## src/rtl/pg_alu_pkg.sv

```systemverilog
package pg_alu_pkg;

  typedef enum logic [1:0] {
    OP_ADD   = 2'b00,
    OP_SUB   = 2'b01,
    OP_LOGIC = 2'b10,
    OP_BAD   = 2'b11
  } alu_op_e;

  localparam int unsigned LUT_ENTRIES = 4;

  function automatic logic op_is_arith(input alu_op_e op);
    return (op == OP_ADD) || (op == OP_SUB);
  endfunction

endpackage

```

## src/rtl/pg_alu_bitcell.sv

```systemverilog
module pg_alu_bitcell
  import pg_alu_pkg::*;
(
  input  logic                   a_i,
  input  logic                   b_i,
  input  logic [LUT_ENTRIES-1:0] code_i,
  input  alu_op_e                op_i,
  output logic                   p_o,
  output logic                   g_o
);

  logic [1:0] idx;
  logic       lut_bit;

  assign idx     = {a_i, b_i};
  assign lut_bit = code_i[2'd3 - idx];

  always_comb begin
    unique case (op_i)
      OP_ADD: begin
        p_o = a_i ^ b_i;
        g_o = a_i & b_i;
      end
      OP_SUB: begin
        p_o = ~(a_i ^ b_i);
        g_o = a_i & ~b_i;
      end
      OP_LOGIC: begin
        p_o = lut_bit;
        g_o = 1'b0;
      end
      default: begin
        p_o = 1'b0;
        g_o = 1'b0;
      end
    endcase
  end

endmodule

```

## src/rtl/pg_alu_carry.sv

```systemverilog
module pg_alu_carry #(
  parameter int unsigned W = 16
) (
  input  logic         cin_i,
  input  logic [W-1:0] p_i,
  input  logic [W-1:0] g_i,
  output logic [W-1:0] cbit_o,
  output logic         cout_o
);

  always_comb begin
    logic cy;
    cy = cin_i;
    for (int i = 0; i < W; i++) begin
      cbit_o[i] = cy;
      cy = g_i[i] | (p_i[i] & cy);
    end
    cout_o = cy;
  end

endmodule

```

## src/rtl/pg_alu_result.sv

```systemverilog
module pg_alu_result
  import pg_alu_pkg::*;
#(
  parameter int unsigned W = 16
) (
  input  alu_op_e      op_i,
  input  logic [W-1:0] p_i,
  input  logic [W-1:0] cbit_i,
  input  logic         chain_cout_i,
  output logic [W-1:0] res_o,
  output logic         cout_o,
  output logic         err_o
);

  logic [W-1:0] sum;

  for (genvar i = 0; i < W; i++) begin : g_xor
    assign sum[i] = p_i[i] ^ cbit_i[i];
  end

  always_comb begin
    err_o  = (op_i == OP_BAD);
    res_o  = err_o ? '0 : sum;
    cout_o = op_is_arith(op_i) ? chain_cout_i : 1'b0;
  end

endmodule

```

## src/rtl/pg_alu.sv

```systemverilog
module pg_alu
  import pg_alu_pkg::*;
#(
  parameter int unsigned W = 16
) (
  input  logic         clk,
  input  logic         rst_n,
  input  logic         in_valid,
  output logic         in_ready,
  input  logic [W-1:0] a,
  input  logic [W-1:0] b,
  input  logic [3:0]   fcode,
  input  logic [1:0]   op,
  output logic         out_valid,
  input  logic         out_ready,
  output logic [W-1:0] res,
  output logic         cout,
  output logic         err
);

  alu_op_e      op_q;
  logic [W-1:0] p_vec;
  logic [W-1:0] g_vec;
  logic [W-1:0] cbit;
  logic         chain_cout;
  logic         cin;
  logic [W-1:0] res_d;
  logic         cout_d;
  logic         err_d;
  logic         accept;

  assign op_q = alu_op_e'(op);
  assign cin  = (op_q == OP_SUB);

  for (genvar i = 0; i < W; i++) begin : g_slice
    pg_alu_bitcell u_cell (
      .a_i    (a[i]),
      .b_i    (b[i]),
      .code_i (fcode),
      .op_i   (op_q),
      .p_o    (p_vec[i]),
      .g_o    (g_vec[i])
    );
  end

  pg_alu_carry #(.W(W)) u_chain (
    .cin_i  (cin),
    .p_i    (p_vec),
    .g_i    (g_vec),
    .cbit_o (cbit),
    .cout_o (chain_cout)
  );

  pg_alu_result #(.W(W)) u_result (
    .op_i         (op_q),
    .p_i          (p_vec),
    .cbit_i       (cbit),
    .chain_cout_i (chain_cout),
    .res_o        (res_d),
    .cout_o       (cout_d),
    .err_o        (err_d)
  );

  assign in_ready = !out_valid || out_ready;
  assign accept   = in_valid && in_ready;

  always_ff @(posedge clk or negedge rst_n) begin
    if (!rst_n) begin
      out_valid <= 1'b0;
      res       <= '0;
      cout      <= 1'b0;
      err       <= 1'b0;
    end else if (accept) begin
      out_valid <= 1'b1;
      res       <= res_d;
      cout      <= cout_d;
      err       <= err_d;
    end else if (out_ready) begin
      out_valid <= 1'b0;
    end
  end

  // an accepted request is on show in the next cycle
  p_fire_then_valid_r8: assert property (@(posedge clk) disable iff (!rst_n)
    accept |=> out_valid);

  // a stalled result does not move
  p_hold_on_stall_r8: assert property (@(posedge clk) disable iff (!rst_n)
    (out_valid && !out_ready) |=> (out_valid && $stable(res) && $stable(cout) && $stable(err)));

  // an illegal-operation result carries no data and no carry
  p_bad_is_zero_r6: assert property (@(posedge clk) disable iff (!rst_n)
    (out_valid && err) |-> (res == '0 && !cout));

  // in logic mode the chain never produces a carry out of the top bit
  p_logic_nocarry_r4: assert property (@(posedge clk) disable iff (!rst_n)
    (op_q == OP_LOGIC) |-> (!chain_cout && cbit == '0));

  // an empty output register always leaves the input open
  p_empty_ready_r7: assert property (@(posedge clk) disable iff (!rst_n)
    !out_valid |-> in_ready);

endmodule

```

## config.mk

```make
export PLATFORM = sky130hd
export DESIGN_NAME = pg_alu
export DESIGN_NICKNAME = d
export VERILOG_FILES = /design/src/rtl/pg_alu_pkg.sv /design/src/rtl/pg_alu_bitcell.sv /design/src/rtl/pg_alu_carry.sv /design/src/rtl/pg_alu_result.sv /design/src/rtl/pg_alu.sv
export SDC_FILE = /design/constraint.sdc
export NUM_CORES = 1
export LEC_CHECK = 0
export BUFFER_PORTS_ARGS = -buffer_cell sky130_fd_sc_hd__buf_2
export CAP_MARGIN = 20
export CORE_UTILIZATION = 28
export CTS_CLUSTER_DIAMETER = 120
export DETAILED_ROUTE_END_ITERATION = 10
export GPL_ROUTABILITY_DRIVEN = 0
export GPL_TIMING_DRIVEN = 0
export HOLD_SLACK_MARGIN = 0.06
export PLACE_DENSITY = 0.54
export SYNTH_ARGS = -nofsm -noshare
export SYNTH_HDL_FRONTEND = slang
export SYNTH_HIERARCHICAL = 1
export SYNTH_SLANG_ARGS = --single-unit
export TNS_END_PERCENT = 1
```

## constraint.sdc

```tcl
create_clock -name clk -period 1.3 [get_ports clk]
set_input_delay 0.325 -clock clk [delete_from_list [all_inputs] [get_ports clk]]
set_output_delay 0.325 -clock clk [all_outputs]
set_load 0.02 [all_outputs]
```

# ---- Word-level counts from Yosys, hierarchy flattened
# Index checks and enable logic that the tools add are counted.
dict set report word_totals {
  inputBits 42
  reg_bits 19
}
dict set report classes {
  n_lt_le_gt_ge 16
  n_bitwise 128
  add_sub_neg 16
  muxes 68
  reduce_logical 6
  eq_ne 3
}
# op count
set op_table {}
lappend op_table {{$and 1x1->1} 48}
lappend op_table {{$lt 2x3->1 const B} 16}
lappend op_table {{$pmux 1 s3} 16}
lappend op_table {{$bmux 1 s2} 16}
lappend op_table {{$not 1->1} 32}
lappend op_table {{$pmux 1 s2} 16}
lappend op_table {{$sub 2x2->2 const A} 16}
lappend op_table {{$xor 1x1->1} 32}
lappend op_table {{$mux 1} 19}
lappend op_table {{$mux 16} 1}
lappend op_table {{$or 1x1->1} 16}
lappend op_table {{$eq 2x2->1 const B} 2}
lappend op_table {{$eq 2x1->1 const B} 1}
lappend op_table {{$logic_not 2->1} 1}
lappend op_table {{$logic_or 1x1->1} 2}
lappend op_table {{$reduce_bool 2->1} 1}
lappend op_table {{$logic_and 1x1->1} 1}
lappend op_table {{$logic_not 1->1} 1}

# ---- Logic depth before layout (Yosys ltp)
# Gate-level depths: netlist (run 1).
dict set report logic_depth {
  ltp_word 37
  depth_mapped 10
}

# ---- By module
# Netlist (run 1), hierarchy kept.
# module seq_area_each_um2 instances area_each_um2 cells_each
set modules_own_cells {}
lappend modules_own_cells {pg_alu_bitcell 0.0 16 76.3 6}
lappend modules_own_cells {pg_alu 475.5 1 764.5 42}
lappend modules_own_cells {pg_alu_carry 0.0 1 289.0 47}
lappend modules_own_cells {pg_alu_result 0.0 1 242.7 36}

# ---- Worst setup path before layout (run 1)
# No wires, ideal clock.
dict set report synth_timing {
  path_type {input -> register}
  startpoint {input port b[2]}
  endpoint {register res[10]}
  path_slack_ns -1.069
  setup_time_ns 0.125
  path_stages 10
  arrival_ns 2.245
  n_path_buf 0
  required_ns 1.175
  path_cell_list {mux4_2 o2bb2ai_1 a21o_1 a21oi_2 nand4_1 and2_4 a31o_1 xnor2_1 nor2_1 mux2_2}
}
dict set report synth_between {
  elab_chain_len 22
}
# item line_no
set synth_rtl {}
lappend synth_rtl {{start, declared} pg_alu.sv:11} ;# input logic [W-1:0] b,
lappend synth_rtl {{$sub 2x2->2} pg_alu_bitcell.sv:16} ;# assign lut_bit = code_i[2'd3 - idx];
lappend synth_rtl {{$bmux 1 s2} pg_alu_bitcell.sv:16}
lappend synth_rtl {{$mux 1 (not written as such)} pg_alu_bitcell.sv:16}
lappend synth_rtl {{$pmux 1 s3 *} pg_alu_bitcell.sv:19} ;# unique case (op_i)
lappend synth_rtl {{net p_vec[2]} pg_alu.sv:22} ;# logic [W-1:0] p_vec;
lappend synth_rtl {{$and 1x1->1 *} pg_alu_carry.sv:16} ;# cy = g_i[i] | (p_i[i] & cy);
lappend synth_rtl {{$or 1x1->1 *} pg_alu_carry.sv:16}
lappend synth_rtl {{$and 1x1->1 *} pg_alu_carry.sv:16}
lappend synth_rtl {{[... 9 more ...]} -}
lappend synth_rtl {{net cbit[8]} pg_alu.sv:24} ;# logic [W-1:0] cbit;
lappend synth_rtl {{$and 1x1->1 *} pg_alu_carry.sv:16}
lappend synth_rtl {{$or 1x1->1 *} pg_alu_carry.sv:16}
lappend synth_rtl {{$and 1x1->1 *} pg_alu_carry.sv:16}
lappend synth_rtl {{$or 1x1->1 *} pg_alu_carry.sv:16}
lappend synth_rtl {{net cbit[10]} pg_alu.sv:24}
lappend synth_rtl {{$xor 1x1->1 *} pg_alu_result.sv:18} ;# assign sum[i] = p_i[i] ^ cbit_i[i];
lappend synth_rtl {{$mux 16 *} pg_alu_result.sv:23} ;# res_o = err_o ? '0 : sum;
lappend synth_rtl {{net res_d[10]} pg_alu.sv:27} ;# logic [W-1:0] res_d;
lappend synth_rtl {{end signal, assigned} pg_alu.sv:75} ;# res <= res_d;
lappend synth_rtl {{end, declared} pg_alu.sv:16} ;# output logic [W-1:0] res,
# The timed path passes the listed nets; every way through them passes the cells marked *. The select of a mux whose other input is x is not followed.
# A chain may end at the register's enable or synchronous reset.

# ---- Worst setup path in the final report (run 1)
dict set report layout_timing {
  startpoint {input port fcode[0]}
  endpoint {register res[13]}
}
# item line_no
set layout_lines {}
lappend layout_lines {{start, declared} pg_alu.sv:12} ;# input logic [3:0] fcode,
lappend layout_lines {{$bmux 1 s2} pg_alu_bitcell.sv:16}
lappend layout_lines {{$mux 1 (not written as such)} pg_alu_bitcell.sv:16}
lappend layout_lines {{$pmux 1 s3} pg_alu_bitcell.sv:19}
lappend layout_lines {{net p_vec[2]} pg_alu.sv:22}
lappend layout_lines {{$and 1x1->1} pg_alu_carry.sv:16}
lappend layout_lines {{$or 1x1->1} pg_alu_carry.sv:16}
lappend layout_lines {{$and 1x1->1} pg_alu_carry.sv:16}
lappend layout_lines {{$or 1x1->1} pg_alu_carry.sv:16}
lappend layout_lines {{[... 14 more ...]} -}
lappend layout_lines {{$and 1x1->1} pg_alu_carry.sv:16}
lappend layout_lines {{$or 1x1->1} pg_alu_carry.sv:16}
lappend layout_lines {{$and 1x1->1} pg_alu_carry.sv:16}
lappend layout_lines {{$or 1x1->1} pg_alu_carry.sv:16}
lappend layout_lines {{net cbit[13]} pg_alu.sv:24}
lappend layout_lines {{$xor 1x1->1} pg_alu_result.sv:18}
lappend layout_lines {{$mux 16} pg_alu_result.sv:23}
lappend layout_lines {{net res_d[13]} pg_alu.sv:27}
# The timed path passes the listed nets, and every way through them passes these cells. The select of a mux whose other input is x is not followed.

==> impl_metrics.toml, run 1 <==
[logic_synthesis]
async_flop_share = 1.000
postSynthAreaPerCell_um2 = 11.39
synth-compound-area-share = 0.1272
yosysUniqueCellTypes = 36
synthCells = 221
synth-seq-cells = 19
synth_top_family_by_area = "XOR/XNOR gates"
synth-seq-area-share = 0.1889
synth_edf_count = 0
synthesis.area_um2 = 2517
yosys-mux-area-fraction = 0.2386
synth_warnings = 6
synthSimpleGateAreaFrac = 0.1670
synth-main-ff-cell = "dfrtp_1"
synth_fa_ha_area_frac = 0
synth_nets = 263
synth_xor_area_frac = 0.2545

[status]
violations = "negative setup slack"
status = "finished with violations"

[clocking]
clockBufferDepth = 2
cts_root_buffer = "clkbuf_8"
clk_latency_ns = 0.25
cts_buffers = 3
htreeDepth = 1
clk_pin_slew_worst_paths_ns = 0.07
clock_sinks = 19
cts_tree = "built"

[finish]
nFillCells = 874
area_growth_pct = 35.44
insertedDiodeCount = 0
drive_gt1_frac = 0.4784
final_nets = 344

[routing]
ant_nets = 0
first_pass_iters = 4
route.detailed.drc = 0
wl_um = 6284
drtIter0Drc = 59
avgRoutedWirePerCell_um = 15.36
vias = 1996
viasPerCell = 4.880

[timing]
setup_viol = 17
rsz0062_at_grt = "true"
tightest_slew_ns = 0.4270
hold_violations = 0
holdWs_ns = 0.3084
timing.fmax_ghz = 0.4290
final.setup.tns_ns = -13.53
period_share = 1.793
finalCriticalPeriod_ns = 2.331
maxSlewHeadroom = 0.7154
setup_slack_ns = -1.031
final_max_slew_viol_count = 0
skew_ns = 0.001301

[run]
maxCapViolCount = 0

[floorplan]
start_util = 0.2887
num_io_pins = 62
die_h_um = 96.82
dieWidth_um = 96.82
core_area_um2 = 8721
placementRows = 34
die_area_um2 = 9374

[pwr]
finalPower_w = 0.002845
power.density_nw_per_um2 = 834.4
ir_worst_vdd_mv = 0.3111
leakagePower_nw = 1.555

[placement]
io_buffer_count = 61
hpwl_um = 4326

[grt]
overflow = 0
antenna_found_initial = 0
grt_pass1_wl_um = 10330
grt_usage = 0.1341
first_global_vias = 2080
grt_max_degree = 52

[worst_hold_path]
hold_path_class = "input pin to flip-flop"

[setup_path]
crit_fanout = 5
worstSetupStartpointType = "input pin"
required_ns = 1.44
cp-end-kind = "flip-flop"
path_class = "input pin to flip-flop"
arrival_ns = 2.47
[metal layers]
metal | vias to the layer above | wire [um] | GRT usage
li1 | 992 | - | -
met1 | 956 | 3043 | 0.1862
met2 | 44 | 2991 | 0.2243
met3 | 4 | 209 | 0.01590
met4 | 0 | 40 | 0.02755
met5 | - | 0 | 0
[cells in the final DEF, fill, tap and decap left out, drive strengths merged, types with 4 or more instances in the layout]
master,synthesis,final
buf,4,77
nor2b,17,17
xnor3,16,16
mux4,16,16
inv,4,4
a21o,8,8
a21oi,5,5
dfrtp,19,19
nor2,22,22
clkbuf,0,4
nand2,5,5
mux2,18,18
o2bb2ai,16,16
xnor2,32,32
nor3b,16,16
[repair_timing]
| action | CTS | global route |
|---|---|---|
| pin swaps | 23 | 8 |
| resized for setup | 38 | 10 |
| hold endpoints to repair | 19 | 0 |
| setup buffers | 9 | 3 |
| hold buffers | 1 | 0 |
| setup endpoints to repair | 18 | 17 |
| gates cloned | 1 | 1 |
[path summary, 6_finish.rpt]
check / from / cells after the start / endpoint / slack, ns
max: fcode[0] / 12 / res[13]$_DFFE_PN0P_ / -1.03
min in group asynchronous: rst_n / 2 / res[0]$_DFFE_PN0P_ / 0.54
max reg2reg: out_valid$_DFFE_PN0P_ / 4 / res[2]$_DFFE_PN0P_ / 0.07
min reg2reg: res[10]$_DFFE_PN0P_ / 1 / res[10]$_DFFE_PN0P_ / 0.50
min: in_valid / 2 / out_valid$_DFFE_PN0P_ / 0.31
max in group asynchronous: rst_n / 2 / res[13]$_DFFE_PN0P_ / 0.46
[registers in the layout, indices dropped and copies added (netlist names)]
| signal | cells |
|---|---|
| err | 1 |
| out_valid | 1 |
| cout | 1 |
| res | 16 |
[stage by stage]
step | instances | utilization | setup WS [ns] | instance area (um^2)
final | 409 | 0.3910 | -1.031 | 3410
after global routing | 409 | 0.3910 | -1.143 | 3410
after CTS | 405 | 0.3803 | -1.041 | 3317
after detailed placement | 390 | 0.3425 | -2.063 | 2987
after global placement | 390 | 0.3425 | -2.042 | 2987
after floorplan | 221 | - | -0.9779 | 2546
[power by group]
part | switching (W) | internal, W | leakage, nW
registers | 0.0000725 | 0.000727 | 0.241
logic | 0.000781 | 0.000862 | 1.29
clock network | 0.000189 | 0.000213 | 0.0255
total | 0.00104 | 0.00180 | 1.56
[cells in the mapped netlist, types with 2 or more instances]
cell type  number  share of area
xnor2_1        32           0.11
nor2_1         22          0.033
mux4_2         16           0.14
o21bai_1        2         0.0060
buf_6           2         0.0089
a21oi_2         2         0.0070
nor2b_1        17          0.042
nor3b_1        16          0.048
mux2_2          8          0.036
nand4_1         2         0.0050
nand3_1         2         0.0040
dfrtp_1        19           0.19
and2_4          2         0.0070
o21ai_1         2         0.0040
nand2_1         4         0.0060
a21oi_1         3         0.0060
o2bb2ai_1      16          0.056
nor3_1          2         0.0040
mux2_4         10          0.060
xnor3_1        16           0.14
a21o_1          8          0.024
inv_1           4         0.0060
[kinds of logic (layout without fill, tap and decap cells)]
logic type / after synthesis / in the layout
mux: 34 / 34
simple gates: 72 / 72
xor+xnor: 48 / 48
compound gates: 40 / 40
flops: 19 / 19
buf+inv: 8 / 88
[layout make-up]
class / count / area [um^2] / area share
well taps: 108 / 135.1 / 0.03963
inverters: 4 / 15.01 / 0.004404
clock inverters: 1 / 5.005 / 0.001468
multi-input cells: 194 / 2125 / 0.6231
flip-flops and latches: 19 / 475.5 / 0.1394
repair buffers: 76 / 568.0 / 0.1666
plain buffers: 4 / 45.04 / 0.01321
clock buffers: 3 / 41.29 / 0.01211
[critical path: stages]
cell and delay (ns):
buf_12 0.11, mux4_2 0.49, o2bb2ai_4 0.14, a21o_1 0.17
a21oi_2 0.16, nand4_1 0.14, buf_4 0.18, nand3b_1 0.12
a32oi_1 0.12, xnor2_1 0.19, nor2_1 0.06, mux2_4 0.26
No activity file was read; power rests on OpenSTA's default activity.
==> run 2, diff against run 1 <==
==> constraint.sdc (replaced) <==
create_clock -name clk -period 2.6 [get_ports clk]
set_input_delay 0.65 -clock clk [delete_from_list [all_inputs] [get_ports clk]]
set_output_delay 0.65 -clock clk [all_outputs]
set_load 0.02 [all_outputs]
==> run 2 against run 1 <==
The run still ends with negative setup slack left; global-route usage is 0.66 points lower; sequential power down 50%; critical path depth is the same.
==> impl_metrics.toml, run 2 (same netlist as run 1, synthesis figures left out) <==
[pwr]
netSwitchingPower_w = 0.0005183
leakagePower_nw = 1.469
power_frac_seq = 0.286
swShare = 0.3701
clkPwrFrac = 0.145
ir_worst_vdd_mv = 0.1403
p_int_w = 0.0008823
power.density_nw_per_um2 = 427.1
pwr-share-comb = 0.569

[routing]
avgRoutedWirePerCell_um = 14.85
drtIter0Drc = 93
route.detailed.drc = 0
vias = 1919
first_pass_iters = 4
ant_nets = 0
wl_um = 5910
viasPerCell = 4.822

[setup_path]
arrival_ns = 2.80
regToRegSetupSlack_ns = 1.38
worstSetupStartpointType = "input pin"
r2r_start = "out_valid$_DFFE_PN0P_"
path_cells = "buf_12 -> mux4_2 -> o2bb2ai_4 -> a21o_1 -> a21oi_2 -> nand4_1 -> buf_4 -> a21oi_4 -> o21bai_1 -> xnor2_1 -> nor2_1 -> mux2_2"
required_ns = 2.75
crit_fanout = 16
worst_path_largest_cell_delay_ns = 0.50
startpoint = "fcode[0]"
cp-end-kind = "flip-flop"
path_class = "input pin to flip-flop"
crit_family = "multiplexers"
worst_path_max_delay_cell = "mux4_2"
path_buf_inv = 2

[placement]
hpwl_um = 4377
io_buffer_count = 61

[timing]
timing.fmax_ghz = 0.3769
setup_slack_ns = -0.05344
setup_viol = 6
finalCriticalPeriod_ns = 2.653
final_max_slew_viol_count = 0
rsz0062_at_grt = "true"
final.setup.tns_ns = -0.1556
hold_violations = 0
period_share = 1.021
maxSlewHeadroom = 0.7256
skew_ns = 0.0009164
tightest_slew_ns = 0.4117

[finish]
final_nets = 333
drive_gt1_frac = 0.4655
post-route-util = 0.3760
final_common_cell = "buf_2"
largest_reg_flops = 16
insertedDiodeCount = 0
area_growth_pct = 30.27
final_cell_mix = "buf_2, xnor2_1, nor2_1, dfrtp_1, nor2b_1"
largest_register = "res"

[floorplan]
placementRows = 34
start_util = 0.2887
core_area_um2 = 8721
dieWidth_um = 96.82
num_io_pins = 62
die_h_um = 96.82
die_area_um2 = 9374

[grt]
overflow = 0
met3_usage = 0.01951
grt_pass1_wl_um = 9708
grt_use_met2 = 0.2113
antenna_found_initial = 0
gr-max-usage-layer = "met2"
grt_usage = 0.1275
grt_max_degree = 52
first_global_vias = 1903
grtUsageMet1 = 0.1712

[clocking]
clock_sinks = 19
clk_latency_ns = 0.25
htreeDepth = 1
clockBufferDepth = 2
cts_root_buffer = "clkbuf_8"
cts_buffers = 3
cts_tree = "built"
clk_pin_slew_worst_paths_ns = 0.07

[worst_hold_path]
hold_path_class = "input pin to asynchronous set/reset pin"

[run]
maxCapViolCount = 0

[status]
status = "finished with violations"
violations = "negative setup slack"
[run 2: worst paths after layout]
kind	end	cells past startpoint
min in group clk	res[11]$_DFFE_PN0P_	1
max in group asynchronous	out_valid$_DFFE_PN0P_	1
worst max register to register	res[1]$_DFFE_PN0P_	4
worst min register to register	res[11]$_DFFE_PN0P_	1
worst max-delay path	res[15]$_DFFE_PN0P_	12
worst min-delay path	res[4]$_DFFE_PN0P_	1
[run 2: power by group through the flow]
stage	clock network, W	registers, W	logic [W]
detailed placement	0	0.000408	0.000735
global placement	0	0.000410	0.000723
CTS	0.000210	0.000403	0.000771
floorplan	0	0.000488	0.000422
global route	0.000223	0.000413	0.000862
finish	0.000203	0.000401	0.000797
[run 2: what timing repair did]
action                     CTS  global route
pin swaps                    7            17
hold buffers                 0             0
setup endpoints to repair   15            11
resized for setup           27            20
setup buffers                4             0
[run 2: per-layer routing]
metal / share of wire / vias up / routed length, um
li1: - / 965 / -
met1: 0.48 / 921 / 2853
met2: 0.47 / 28 / 2804
met3: 0.030 / 5 / 180
met4: 0.012 / 0 / 72
met5: 0 / - / 0
[run 2: through the flow]
step	cells	setup WS, ns	cell area, um^2	hold WS [ns]	power, W
CTS	398	-0.1061	3164	0.3354	0.001384
finish	398	-0.05344	3279	0.3176	0.001401
floorplan	221	-0.02337	2542	0.3544	0.0009099
global placement	390	-1.054	2983	0.4865	0.001133
detailed placement	390	-1.079	2983	0.4912	0.001142
global route	398	-0.1629	3279	0.3506	0.001499
[run 2: cell type report]
cell class	instances	area, um^2
multi-input cells	194	2143
plain buffers	4	45.04
clock buffers	4	45.04
well taps	108	135.1
fillers	874	5441
inverters	4	15.01
flip-flops and latches	19	475.5
repair buffers	65	420.4
==> run 3, diff against run 2 <==
--- a/config.mk
+++ b/config.mk
@@ -13,7 +13,7 @@
 export GPL_ROUTABILITY_DRIVEN = 0
 export GPL_TIMING_DRIVEN = 0
 export HOLD_SLACK_MARGIN = 0.06
-export PLACE_DENSITY = 0.54
+export PLACE_DENSITY = 0.53
 export SYNTH_ARGS = -nofsm -noshare
 export SYNTH_HDL_FRONTEND = slang
 export SYNTH_HIERARCHICAL = 1
==> run 3 against run 2 <==
The run still ends with negative setup slack left; critical path type unchanged; cell count up 3.0%; total power increased by 1.1%; non-clock buffer count rose by 12; first-iteration DRC count is 22% lower; sequential share of layout area down 0.31 points; clock skew is 0.0025 ns higher; final area increased by 2.2%; clock power is 3% higher.
==> impl_metrics.toml, run 3 (same netlist as run 1, synthesis figures left out) <==
[setup_path]
arrival_ns = 2.85
cp-end-kind = "flip-flop"
path_common_cell = "nand4_1"
path_buf_inv = 1
required_ns = 2.75
worstSetupStartpointType = "input pin"
crit_family = "multiplexers"
worst_path_largest_cell_delay_ns = 0.50
path_class = "input pin to flip-flop"
crit_fanout = 3
path_cells = "buf_4 -> mux4_2 -> o2bb2ai_2 -> a21o_1 -> nand4_1 -> nand4_1 -> and2_4 -> a31o_1 -> xnor2_2 -> nor2_1 -> mux2_4"
worst_path_max_delay_cell = "mux4_2"

[finish]
post-route-util = 0.3842
final_common_cell = "buf_2"
nFillCells = 855
final_cell_mix = "buf_2, xnor2_1, nor2_1, dfrtp_1"
largest_register = "res"
final_nets = 345
insertedDiodeCount = 0
largest_reg_flops = 16
drive_gt1_frac = 0.4636
stdcell_count = 410
area_growth_pct = 33.10

[clocking]
clk_latency_ns = 0.26
cts_root_buffer = "clkbuf_8"
clk_pin_slew_worst_paths_ns = 0.07
cts_buffers = 3
cts_tree = "built"
htreeDepth = 1
clock_sinks = 19
clockBufferDepth = 2

[floorplan]
num_io_pins = 62
dieWidth_um = 96.82
die_area_um2 = 9374
core_area_um2 = 8721
placementRows = 34
start_util = 0.2887
die_h_um = 96.82

[grt]
grt_max_degree = 52
antenna_found_initial = 0
first_global_vias = 1966
grt_usage = 0.1314
overflow = 0
grt_pass1_wl_um = 10120

[pwr]
power.density_nw_per_um2 = 422.5
ir_worst_vdd_mv = 0.1506
leakagePower_nw = 1.530
finalPower_w = 0.001416

[timing]
rsz0062_at_grt = "true"
setup_slack_ns = -0.1009
timing.fmax_ghz = 0.3702
final_max_slew_viol_count = 0
setup_viol = 8
tightest_slew_ns = 0.5386
holdWs_ns = 0.3271
skew_ns = 0.003406
finalCriticalPeriod_ns = 2.701
hold_violations = 0
period_share = 1.039
maxSlewHeadroom = 0.6402

[status]
violations = "negative setup slack"
status = "finished with violations"

[routing]
vias = 1978
first_pass_iters = 4
avgRoutedWirePerCell_um = 15.24
drtIter0Drc = 73
route.detailed.drc = 0
wl_um = 6249
viasPerCell = 4.824
ant_nets = 0

[placement]
io_buffer_count = 61
post-place-cells = 390
hpwl_um = 4283

[worst_hold_path]
hold_path_class = "input pin to asynchronous set/reset pin"

[run]
maxCapViolCount = 0
==> run 3: cell count changes in the layout (fill, tap and decap cells not counted), sizes merged <==
cell / previous run / this run
buf: 69 / 80
clkbuf: 4 / 5
==> run 3: power by group <==
group	switching, W	internal, W
registers	0.0000384	0.000364
logic	0.000383	0.000422
clock network	0.0000998	0.000109
total	0.000521	0.000895
==> run 3: routing by layer <==
layer / vias up / global-route usage / share of wire
met1: 946 / 0.1792 / 0.47
met2: 31 / 0.2221 / 0.49
met4: 0 / 0.02411 / 0.0056
li1: 997 / - / -
met3: 4 / 0.01951 / 0.032
met5: - / 0 / 0
==> run 3: metrics by stage <==
stage / setup TNS, ns / cell area [um^2] / setup slack [ns]
2_1_floorplan: -0.05454 / 2542 / -0.02337
3_3_place_gp: -12.39 / 2983 / -1.030
4_1_cts: -0.5538 / 3263 / -0.1245
6_report: -0.3945 / 3351 / -0.1009
5_1_grt: -1.663 / 3351 / -0.2288
3_5_place_dp: -12.21 / 2983 / -1.030
==> run 3: worst paths after layout <==
kind                                             from                   to  slack (ns)  cells after the start
min in group clk                  res[13]$_DFFE_PN0P_  res[13]$_DFFE_PN0P_        0.51                      1
worst max register to register  out_valid$_DFFE_PN0P_   res[4]$_DFFE_PN0P_        1.37                      4
max in group asynchronous                       rst_n   res[8]$_DFFE_PN0P_        1.97                      1
worst min-delay path                            rst_n   res[1]$_DFFE_PN0P_        0.33                      1
worst min register to register    res[13]$_DFFE_PN0P_  res[13]$_DFFE_PN0P_        0.51                      1
worst max-delay path                             b[0]  res[10]$_DFFE_PN0P_       -0.10                     11
==> run 3: area by class of cell <==
class / count / area (um^2) / area share
Multi-Input combinational cell: 194 / 2091 / 0.6240
Timing Repair Buffer: 77 / 544.3 / 0.1624
Clock buffer: 4 / 45.04 / 0.01344
Sequential cell: 19 / 475.5 / 0.1419
Inverter: 4 / 15.01 / 0.004481
Buffer: 4 / 45.04 / 0.01344
Tap cell: 108 / 135.1 / 0.04033
==> run 3: worst register-to-register path, stage by stage, from the launching register on <==
cell and delay (ns):
dfrtp_1 0.39, nand2b_4 0.08, nand2_4 0.14, buf_6 0.20
mux2_4 0.31
==> run 3: what timing repair did <==
| item | CTS | global route |
|---|---|---|
| hold buffers | 0 | 0 |
| gates resized for setup | 31 | 10 |
| pin swaps | 8 | 7 |
| setup buffers | 15 | 0 |
| cloned | 0 | 1 |
| endpoints found under the setup margin | 15 | 11 |
